$ cat src/rtl/pcseq_pkg.sv
// Shared widths and types for the paged address sequencer.
// Assumes one SRAM byte holds the two flags plus one page number.
package pcseq_pkg;
    localparam int PC_W   = 14;
    localparam int LO_W   = 8;
    localparam int PG_W   = PC_W - LO_W;
    localparam int BYTE_W = PG_W + 2;
    localparam int SP_W   = 8;

    typedef enum logic [2:0] {
        ST_IDLE,
        ST_PUSH_HI,
        ST_PUSH_LO,
        ST_POP_LO,
        ST_POP_HI
    } frame_st_t;

    typedef struct packed {
        logic            carry;
        logic            zero;
        logic [PG_W-1:0] page;
    } frame_hi_t;
endpackage

$ cat src/rtl/pcseq_pc_reg.sv
// Program address register, split into an offset field and a page field.
// A load wins over a page advance, and a page advance wins over an offset step.
// Offset steps wrap inside the page and never carry into the page field.
module pcseq_pc_reg
    import pcseq_pkg::*;
(
    input  logic            clk,
    input  logic            rst_n,
    input  logic            load_en,
    input  logic [PC_W-1:0] load_val,
    input  logic            page_inc,
    input  logic            step_en,
    input  logic            step_two,
    output logic [PC_W-1:0] pc
);
    logic [LO_W-1:0] lo_q, lo_d;
    logic [PG_W-1:0] pg_q, pg_d;

    // Choose the next offset and page.
    always_comb begin
        lo_d = lo_q;
        pg_d = pg_q;
        if (load_en) begin
            {pg_d, lo_d} = load_val;
        end else if (page_inc) begin
            pg_d = pg_q + 1'b1;
        end else if (step_en) begin
            lo_d = lo_q + (step_two ? LO_W'(2) : LO_W'(1));
        end
    end

    // Register both fields; reset points at address zero.
    always_ff @(posedge clk) begin
        if (!rst_n) begin
            lo_q <= '0;
            pg_q <= '0;
        end else begin
            lo_q <= lo_d;
            pg_q <= pg_d;
        end
    end

    assign pc = {pg_q, lo_q};
endmodule

$ cat src/rtl/pcseq_frame_ctl.sv
// Return-frame engine: writes a two-byte frame on a call and reads it back on a return.
// Assumes the SRAM returns read data in the same cycle as the address (asynchronous read).
// The stack pointer increments after each write and decrements before each read.
module pcseq_frame_ctl
    import pcseq_pkg::*;
(
    input  logic              clk,
    input  logic              rst_n,
    input  logic              push_go,
    input  logic              pop_go,
    input  logic              pop_flags,
    input  logic [PC_W-1:0]   ret_addr,
    input  logic              carry_in,
    input  logic              zero_in,
    input  logic [BYTE_W-1:0] mem_rdata,
    output logic              busy,
    output logic              mem_we,
    output logic              mem_re,
    output logic [SP_W-1:0]   mem_addr,
    output logic [BYTE_W-1:0] mem_wdata,
    output logic              pop_load,
    output logic [PC_W-1:0]   pop_addr,
    output logic              flag_we,
    output logic              carry_out,
    output logic              zero_out
);
    frame_st_t       st;
    logic [SP_W-1:0] sp;
    frame_hi_t       hold_hi;
    logic [LO_W-1:0] hold_lo;
    logic            want_flags;
    frame_hi_t       rd_hi;

    assign rd_hi = frame_hi_t'(mem_rdata);

    // Sequence the frame states and move the stack pointer.
    always_ff @(posedge clk) begin
        if (!rst_n) begin
            st         <= ST_IDLE;
            sp         <= '0;
            hold_hi    <= '0;
            hold_lo    <= '0;
            want_flags <= 1'b0;
            flag_we    <= 1'b0;
            carry_out  <= 1'b0;
            zero_out   <= 1'b0;
        end else begin
            flag_we <= 1'b0;
            case (st)
                ST_IDLE: begin
                    if (push_go) begin
                        hold_hi <= '{carry: carry_in, zero: zero_in,
                                     page: ret_addr[PC_W-1:LO_W]};
                        hold_lo <= ret_addr[LO_W-1:0];
                        st      <= ST_PUSH_HI;
                    end else if (pop_go) begin
                        sp         <= sp - 1'b1;
                        want_flags <= pop_flags;
                        st         <= ST_POP_LO;
                    end
                end
                ST_PUSH_HI: begin
                    sp <= sp + 1'b1;
                    st <= ST_PUSH_LO;
                end
                ST_PUSH_LO: begin
                    sp <= sp + 1'b1;
                    st <= ST_IDLE;
                end
                ST_POP_LO: begin
                    hold_lo <= mem_rdata;
                    sp      <= sp - 1'b1;
                    st      <= ST_POP_HI;
                end
                ST_POP_HI: begin
                    if (want_flags) begin
                        flag_we   <= 1'b1;
                        carry_out <= rd_hi.carry;
                        zero_out  <= rd_hi.zero;
                    end
                    st <= ST_IDLE;
                end
                default: st <= ST_IDLE;
            endcase
        end
    end

    // Drive the SRAM port from the current state.
    always_comb begin
        mem_we    = (st == ST_PUSH_HI) || (st == ST_PUSH_LO);
        mem_re    = (st == ST_POP_LO) || (st == ST_POP_HI);
        mem_addr  = sp;
        mem_wdata = (st == ST_PUSH_HI) ? BYTE_W'(hold_hi) : hold_lo;
    end

    assign busy     = (st != ST_IDLE);
    assign pop_load = (st == ST_POP_HI);
    assign pop_addr = {rd_hi.page, hold_lo};
endmodule

$ cat src/rtl/paged_pc_seq.sv
// Top of the paged address sequencer. It arbitrates the incoming requests,
// steers the address register, and starts frame transfers.
// Assumes the core holds fetch while busy; requests that arrive while busy are dropped.
module paged_pc_seq
    import pcseq_pkg::*;
#(
    parameter int ROM_BYTES = 8192,
    parameter int RSV_BYTES = 32
) (
    input  logic              clk,
    input  logic              rst_n,
    input  logic              fetch_adv,
    input  logic              adv_two,
    input  logic              page_adv,
    input  logic              jump_req,
    input  logic              call_req,
    input  logic              irq_ack,
    input  logic              ret_req,
    input  logic              reti_req,
    input  logic [PC_W-1:0]   target,
    input  logic              carry_in,
    input  logic              zero_in,
    input  logic [BYTE_W-1:0] mem_rdata,
    output logic [PC_W-1:0]   pc,
    output logic              busy,
    output logic              fetch_fault,
    output logic              mem_we,
    output logic              mem_re,
    output logic [SP_W-1:0]   mem_addr,
    output logic [BYTE_W-1:0] mem_wdata,
    output logic              flag_we,
    output logic              carry_out,
    output logic              zero_out
);
    localparam logic [PC_W-1:0] RSV_BASE = PC_W'(ROM_BYTES - RSV_BYTES);

    logic            idle, call_any, ret_any;
    logic            push_go, pop_go, jmp_go, pg_go, step_go;
    logic            pop_load;
    logic [PC_W-1:0] pop_addr;
    logic            load_en;
    logic [PC_W-1:0] load_val;

    // Fixed-priority arbitration of the requests, only while idle.
    always_comb begin
        idle     = !busy;
        call_any = call_req | irq_ack;
        ret_any  = ret_req | reti_req;
        push_go  = idle & call_any;
        pop_go   = idle & !call_any & ret_any;
        jmp_go   = idle & !call_any & !ret_any & jump_req;
        pg_go    = idle & !call_any & !ret_any & !jump_req & page_adv;
        step_go  = idle & !call_any & !ret_any & !jump_req & !page_adv & fetch_adv;
        load_en  = push_go | jmp_go | pop_load;
        load_val = pop_load ? pop_addr : target;
    end

    pcseq_pc_reg u_pc (
        .clk      (clk),
        .rst_n    (rst_n),
        .load_en  (load_en),
        .load_val (load_val),
        .page_inc (pg_go),
        .step_en  (step_go),
        .step_two (adv_two),
        .pc       (pc)
    );

    pcseq_frame_ctl u_frame (
        .clk       (clk),
        .rst_n     (rst_n),
        .push_go   (push_go),
        .pop_go    (pop_go),
        .pop_flags (reti_req),
        .ret_addr  (pc),
        .carry_in  (carry_in),
        .zero_in   (zero_in),
        .mem_rdata (mem_rdata),
        .busy      (busy),
        .mem_we    (mem_we),
        .mem_re    (mem_re),
        .mem_addr  (mem_addr),
        .mem_wdata (mem_wdata),
        .pop_load  (pop_load),
        .pop_addr  (pop_addr),
        .flag_we   (flag_we),
        .carry_out (carry_out),
        .zero_out  (zero_out)
    );

    assign fetch_fault = (pc >= RSV_BASE);
endmodule

$ cat config.mk
export PLATFORM = sky130hd
export DESIGN_NAME = paged_pc_seq
export DESIGN_NICKNAME = d
export VERILOG_FILES = /design/src/rtl/pcseq_pkg.sv /design/src/rtl/pcseq_pc_reg.sv /design/src/rtl/pcseq_frame_ctl.sv /design/src/rtl/paged_pc_seq.sv
export SDC_FILE = /design/constraint.sdc
export NUM_CORES = 1
export LEC_CHECK = 0
export ABC_AREA = 1
export CAP_MARGIN = 0
export CORE_MARGIN = 2
export CORE_UTILIZATION = 49
export DETAILED_ROUTE_END_ITERATION = 8
export PLACE_DENSITY = 0.89
export REMOVE_ABC_BUFFERS = 1
export SETUP_SLACK_MARGIN = 0.2
export SLEW_MARGIN = 20
export SYNTH_ARGS = -nofsm -noshare
export SYNTH_HDL_FRONTEND = slang
export SYNTH_SLANG_ARGS = --single-unit
$ cat constraint.sdc
create_clock -name clk -period 2.15 [get_ports clk]
set_clock_uncertainty 0.2 [all_clocks]
set_input_delay 0.215 -clock clk [delete_from_list [all_inputs] [get_ports clk]]
set_output_delay 0.215 -clock clk [all_outputs]
set_load 0.02 [all_outputs]
==> impl_metrics.yaml, run 1 <==
run_status:
  status: "finished clean"
floorplanning:
  core-area_mm2: 0.005507
  start_util_pct: 50.60
  dieWidth_um: 79.41
  ios: 71
  dieArea_mm2: 0.006306
  num_rows: 27
  die_height_um: 79.41
worst_setup_path:
  cp_data_arrival_time_ps: 1980
  startpoint_type: "flip-flop"
  crit_required_ps: 2170
  slowest_delay_ps: 420
  cp-end-kind: "flip-flop"
  crit_chain: "inv_1, fa_2, nor2_2, nand3_1, xnor2_1, o21ai_1, a21oi_1"
  cp_max_fo: 4
  path_class: "reg2reg"
  crit_path_top_delay_cell: "dfxtp_1"
logic_synthesis:
  syn_area_per_cell_um2: 6.863
  ys_types: 40
  ys_async_sr_fraction_pct: 0
  netlist_instances: 406
  synth_seq_area_share_pct: 32.33
  synth_edf_count: 0
  syn_area_mm2: 0.002786
  ys_warn_count: 0
  synth_seq_cells: 45
  synth_flop_cell: "dfxtp_1"
placed_design:
  gp_congestion: 0.9503
  dp_hpwl_mm: 6.405
  place_ws_ps: -172.6
  portBuffers: 70
layout:
  final_cell_mix: "nand2_1 (87), clkdlybuf4s50_1 (57), dfxtp_1 (42)"
  final_nets: 550
  drive_gt1_share_pct: 24.85
  layout_commonest_cell: "nand2_1"
  num-fill-cells: 414
  multi_input_area_mm2: 0.001772
  final-seq-area_um2: 907.1
  synthToLayoutAreaGrowth_pct: 45.94
  diodes: 0
  final_util_pct: 73.85
detailed_routing:
  routed.top_layer: "met4"
  firstDrtPassIters: 5
  drt_iter0_drc: 196
  wl_per_cell_um: 15.61
  wl_met2_mm: 4.585
  vias_per_cell: 5.580
  drt-met1-wl_mm: 3.502
  dr_wl_met3_um: 782
  routed_wirelength_mm: 9.101
  ant_nets: 0
  drc: 0
  routed-via-count: 3253
power_and_ir_drop:
  irDropWorstVdd_mv: 0.4350
  power.leakage_uw: 0.001763
  p_per_area_mw_per_mm2: 868.4
global_routing:
  grt_use_total_pct: 28.15
  grt_max_degree: 18
  gr-total-overflow: 0
  grt_pass1_wl_mm: 13.91
  antenna_found_initial: 0
  grt_pass1_vias: 3007
clock_network:
  clk_pin_slew_ps: 90
  cts_tree: "yes"
  cts_max_level: 2
  cts_sinks: 45
  clock_path_buffers: 2
  cts_root_buffer: "clkbuf_8"
  numCtsBuffers: 5
  hold_buffers: 0
  insertion_delay_ps: 310
sta:
  max_freq_mhz: 510.5
  max_slew_margin_pct: 64.90
  period_minus_slack_ps: 1959
  rsz0062_at_grt: "yes"
  setup_viol_count_final: 0
  period_share_pct: 91.10
  slew_viol_final: 0
  fin_ws_ps: 191.2
  tightest_slew_ps: 525.9
  whs_ps: 272.7
  final.setup.tns_ps: 0
  finalHoldViolCount: 0
run:
  maxCapViolations: 0
hold_path:
  hp-class: "reg2reg"
-- cell usage after synthesis (2+ instances only) --
cell type | n | share of area [%]
nor3_1 | 3 | 0.54
xor2_1 | 7 | 2.2
buf_2 | 4 | 0.72
a21oi_1 | 23 | 4.1
o21ai_1 | 11 | 2.0
xnor2_1 | 5 | 1.6
nand2_2 | 9 | 2.0
nand4_1 | 3 | 0.67
ha_1 | 4 | 1.8
or2_2 | 2 | 0.45
buf_6 | 2 | 0.81
dfxtp_1 | 45 | 32
o211ai_1 | 10 | 2.7
inv_2 | 10 | 1.3
clkbuf_1 | 3 | 0.40
a31oi_1 | 9 | 2.0
nand3_2 | 2 | 0.72
buf_1 | 2 | 0.27
nor2_2 | 3 | 0.67
nand2_1 | 98 | 13
nor2_1 | 27 | 3.6
inv_1 | 40 | 5.4
nor2_4 | 6 | 2.4
nand3_1 | 24 | 4.3
nand2_4 | 2 | 0.81
a41oi_1 | 3 | 0.94
o21ai_0 | 36 | 6.5
-- per-stage QoR --
step                      area [um2]  total power [uW]  cells
after floorplan                 2718              2022    394
after global placement          3739              2615    565
after detailed placement        3739              2661    565
after CTS                       3886              3305    574
after global routing            4066              3743    583
final                           4066              3531    583
-- logic make-up after synthesis --
family | Yosys count | share of synthesized area, %
AOI/OAI and AO/OA | 98 | 20.57
DFF | 45 | 32.33
xor gates and xnor gates | 12 | 3.772
and+or+nand+nor | 183 | 31.39
buffers and inverters | 63 | 9.430
adders and majority gates | 5 | 2.515
-- per-layer routing --
metal	vias to the layer above	GRT usage, %
met3	27	5.769
met5	-	0
met1	1487	33.69
met4	0	10.52
met2	195	49.58
li1	1544	-
-- where the power goes --
part / total (uW) / internal, uW / switching [uW]
sequential: 1110 / 973 / 135
clock: 647 / 339 / 309
combinational: 1780 / 767 / 1010
total: 3530 / 2080 / 1450
-- final timing paths --
kind	from	to	depth (start not counted)	slack (ps)
worst min register to register	u_frame.hold_lo[1]	u_frame.hold_lo[1]	2	270
worst min-delay path	u_frame.hold_lo[1]	u_frame.hold_lo[1]	2	270
worst max-delay path	u_pc.lo_q[1]	u_pc.lo_q[6]	7	190
worst max register to register	u_pc.lo_q[1]	u_pc.lo_q[6]	7	190
-- worst max-delay path, delay by kind of cell, from the launching register on --
kind                     cells  cell delay (ps)
adder cells (fa/ha/maj)      1              390
flip-flops                   1              420
buffers and inverters        1              120
XOR/XNOR                     1              200
AO/OA/AOI/OAI                2              320
AND/OR/NAND/NOR              2              240
-- sequential cells by signal, summed over array words and instances (netlist names) --
register            cells
u_frame.mem_addr        8
u_frame.hold_hi         8
u_frame.hold_lo         8
u_pc.pg_q               6
u_frame.want_flags      1
u_frame.carry_out       1
u_frame.flag_we         1
u_frame.st              3
u_frame.zero_out        1
u_pc.lo_q               8
-- final cells by class --
cell class                      instances  share of cell area, %
Multi-Input combinational cell        298                  43.57
Timing Repair Buffer                  110                  24.34
Sequential cell                        45                  22.31
Inverter                               51                  5.015
Tap cell                               72                  2.215
Clock buffer                            5                  1.692
Clock inverter                          2                 0.8615
-- what timing repair did --
action | CTS | global route
gates cloned | 1 | 0
setup endpoints to repair | 17 | 29
setup buffers | 1 | 9
endpoints found under the hold margin | 0 | 0
resized for setup | 50 | 58
pin swaps | 3 | 28
No activity file was read; power rests on OpenSTA's default activity.
==> run 2, diff against run 1 <==
--- a/config.mk
+++ b/config.mk
@@ -8,7 +8,7 @@
 export ABC_AREA = 1
 export CAP_MARGIN = 0
 export CORE_MARGIN = 2
-export CORE_UTILIZATION = 49
+export CORE_UTILIZATION = 50
 export DETAILED_ROUTE_END_ITERATION = 8
 export PLACE_DENSITY = 0.89
 export REMOVE_ABC_BUFFERS = 1
@@ -16,4 +16,5 @@
 export SLEW_MARGIN = 20
 export SYNTH_ARGS = -nofsm -noshare
 export SYNTH_HDL_FRONTEND = slang
+export SYNTH_HIERARCHICAL = 1
 export SYNTH_SLANG_ARGS = --single-unit
==> run 2 against run 1 <==
Effect of this change: critical path type is now in2reg; non-clock buffer count is 8 higher; count of clock-buffer cells in the layout stayed put; final cell count is 5.5% higher; die area is 4.2% higher; critical path depth is 3 higher; critical endpoint is now u_pc/lo_q[2]; maximum frequency is 13% lower; highest routed layer unchanged; area after synthesis is 6.6% higher; sequential power is 8% higher; register-to-register slack worse by 210 ps; synthesized cell count is 5.7% higher; total power is 27% higher; clock power is 16% lower; the flow now finishes with violations (setup timing).
==> impl_metrics.yaml, run 2 <==
logic_synthesis:
  synth_seq_cells: 45
  yosys-top-cells-count: "nand2_1 (104), inv_1 (60), dfxtp_1 (45)"
  netlist_instances: 429
  synth_top_area_share_pct: 30.34
  synth_seq_area_share_pct: 30.34
  yosysMostFrequentCell: "nand2_1"
  synth_area_leader_cell: "dfxtp_1"
  syn_area_per_cell_um2: 6.921
  synth_edf_count: 0
  ys_warn_count: 6
  yosys-top-cells-area: "dfxtp_1 (30%), nand2_1 (13%), inv_1 (7.6%), o21ai_0 (5.7%), nand3_1 (5.6%)"
  syn_area_mm2: 0.002969
  synth_flop_cell: "dfxtp_1"
  ys_types: 38
  ys_async_sr_fraction_pct: 0
power_and_ir_drop:
  finalPower_uw: 4479
  power.leakage_uw: 0.001914
  p_int_uw: 2406
  irDropWorstVdd_mv: 0.6361
  switching_share_pct: 46.27
  p_per_area_mw_per_mm2: 1024
  p_sw_uw: 2073
  power_frac_seq_pct: 26.8
  clkPwrFrac_pct: 12.1
  comb_power_share_pct: 61.2
worst_setup_path:
  cp-end-kind: "flip-flop"
  cp_data_arrival_time_ps: 2270
  path_class: "in2reg"
  cp_max_fo: 9
  crit_chain: "clkdlybuf4s50_1, nor2_1, nor2_2, buf_4, nor2_1, nand2_4, buf_6, nor2_4, nand2_1, a31oi_1"
  crit_path_top_delay_cell: "clkdlybuf4s50_1"
  crit_required_ps: 2160
  slowest_delay_ps: 490
  startpoint_type: "primary input"
  cp_common_cell: "nor2_1"
  critPathLaunch: "irq_ack"
  r2r-start: "u_frame/st[0]"
placed_design:
  place_ws_ps: -97.07
  dp_hpwl_mm: 6.716
  place_area_mm2: 0.003885
  portBuffers: 70
  gp_congestion: 0.9433
sta:
  rsz0062_at_grt: "yes"
  period_minus_slack_ps: 2264
  max_freq_mhz: 441.7
  max_slew_margin_pct: 67.44
  fin_ws_ps: -114.2
  whs_ps: 262.2
  period_share_pct: 105.3
  setup_viol_count_final: 6
  slew_viol_final: 0
  tightest_slew_ps: 487.8
  finalHoldViolCount: 0
layout:
  final_cell_mix: "nand2_1 (90), clkdlybuf4s50_1 (58), inv_1 (50)"
  synthToLayoutAreaGrowth_pct: 47.37
  num-fill-cells: 390
  final_nets: 581
  diodes: 0
  final-seq-area_um2: 907.1
  fin_area_mm2: 0.004375
  drive_gt1_share_pct: 30.74
  layout_commonest_cell: "nand2_1"
  multi_input_area_mm2: 0.001936
clock_network:
  clock_path_buffers: 2
  numCtsBuffers: 5
  cts_max_level: 2
  cts_sinks: 45
  insertion_delay_ps: 300
  clk_pin_slew_ps: 90
  cts_tree: "yes"
  cts_root_buffer: "clkbuf_8"
global_routing:
  grt_pass1_vias: 3347
  gr-total-overflow: 0
  grt_max_degree: 18
  grt_use_total_pct: 30.14
  antenna_found_initial: 0
  grt_pass1_wl_mm: 15.39
detailed_routing:
  drt_iter0_drc: 402
  routed_wirelength_mm: 11.03
  wl_per_cell_um: 17.93
  firstDrtPassIters: 8
  vias_per_cell: 5.907
  drc: 0
  ant_nets: 0
  routed-via-count: 3633
run_status:
  violations: "setup timing"
  status: "complete, but fails checks"
hold_path:
  hp-start: "u_frame/hold_hi[7]"
  hp-class: "reg2reg"
floorplanning:
  die_height_um: 81.06
  dieArea_mm2: 0.006571
  ios: 71
  core-area_mm2: 0.005816
  num_rows: 28
  start_util_pct: 51.05
  dieWidth_um: 81.06
run:
  maxCapViolations: 0
## run 2: cell count changes in the layout (fill, tap and decap cells not counted), moves of 8 or more
cell      change
buf_4         +9
inv_1        +13
mux2_4        +9
nor2_1        -8
o211ai_1      -9
o21ai_0      -18
## run 2: cell families (layout without fill, tap and decap cells)
kind of cell | count (synthesis) | count (layout) | synth area share (%)
multiplexers | 14 | 14 | 6.447
flip-flops | 45 | 45 | 30.34
AND/OR/NAND/NOR | 192 | 192 | 29.71
adder cells (fa/ha/maj) | 8 | 8 | 3.624
buffers and inverters | 83 | 194 | 12.73
AO/OA/AOI/OAI | 82 | 82 | 15.68
XOR/XNOR | 5 | 5 | 1.475
## run 2: final timing paths
check | endpoint | slack (ps) | depth (start not counted)
setup / recovery | u_pc/lo_q[2] | -110 | 10
hold / removal | u_frame/hold_hi[7] | 260 | 2
setup reg to reg | u_pc/lo_q[6] | -20 | 15
hold reg to reg | u_frame/hold_hi[7] | 260 | 2
## run 2: layout make-up
type / count / share of cell area (%)
clock buffer: 5 / 1.573
clock inverter: 3 / 0.5147
inverter: 67 / 5.977
multi-input combinational: 301 / 44.24
sequential: 45 / 20.73
tap: 75 / 2.145
timing repair buffer: 118 / 24.65
timing repair inverter: 1 / 0.1716
## run 2: per-stage QoR
stage               std cells  utilization [%]  TNS [ps]
detailed placement        587            66.80    -515.6
CTS                       607            71.82         0
floorplan                 413                -     -8565
global route              615            75.24    -804.8
finish                    615            75.24    -233.2
global placement          587            66.80    -79.94
## run 2: power groups by stage
stage	clock [uW]	sequential (uW)	combinational, uW
after CTS	539	1170	2300
final	541	1200	2740
after global placement	0	1170	2000
after floorplan	0	1280	1160
after detailed placement	0	1180	2080
after global routing	584	1220	2900
## run 2: worst max-delay path: cells and delay by family
kind | cells | cell delay (ps)
simple gates | 6 | 990
buf+inv | 3 | 810
compound gates | 1 | 250
## run 2: timing repair
| action | CTS | global route |
|---|---|---|
| buffers inserted | 11 | 8 |
| resized for setup | 80 | 74 |
| pin swaps | 17 | 32 |
| gates cloned | 1 | 0 |
| hold buffers | 0 | 0 |
| setup endpoints to repair | 50 | 46 |
## run 2: per-layer routing
| metal | vias to the layer above | global-route usage, % | part of all wire [%] |
|---|---|---|---|
| li1 | 1608 | - | - |
| met1 | 1646 | 34.82 | 36 |
| met2 | 294 | 54.21 | 49 |
| met3 | 85 | 4.444 | 8.6 |
| met4 | 0 | 14.58 | 6.3 |
| met5 | - | 0 | 0 |
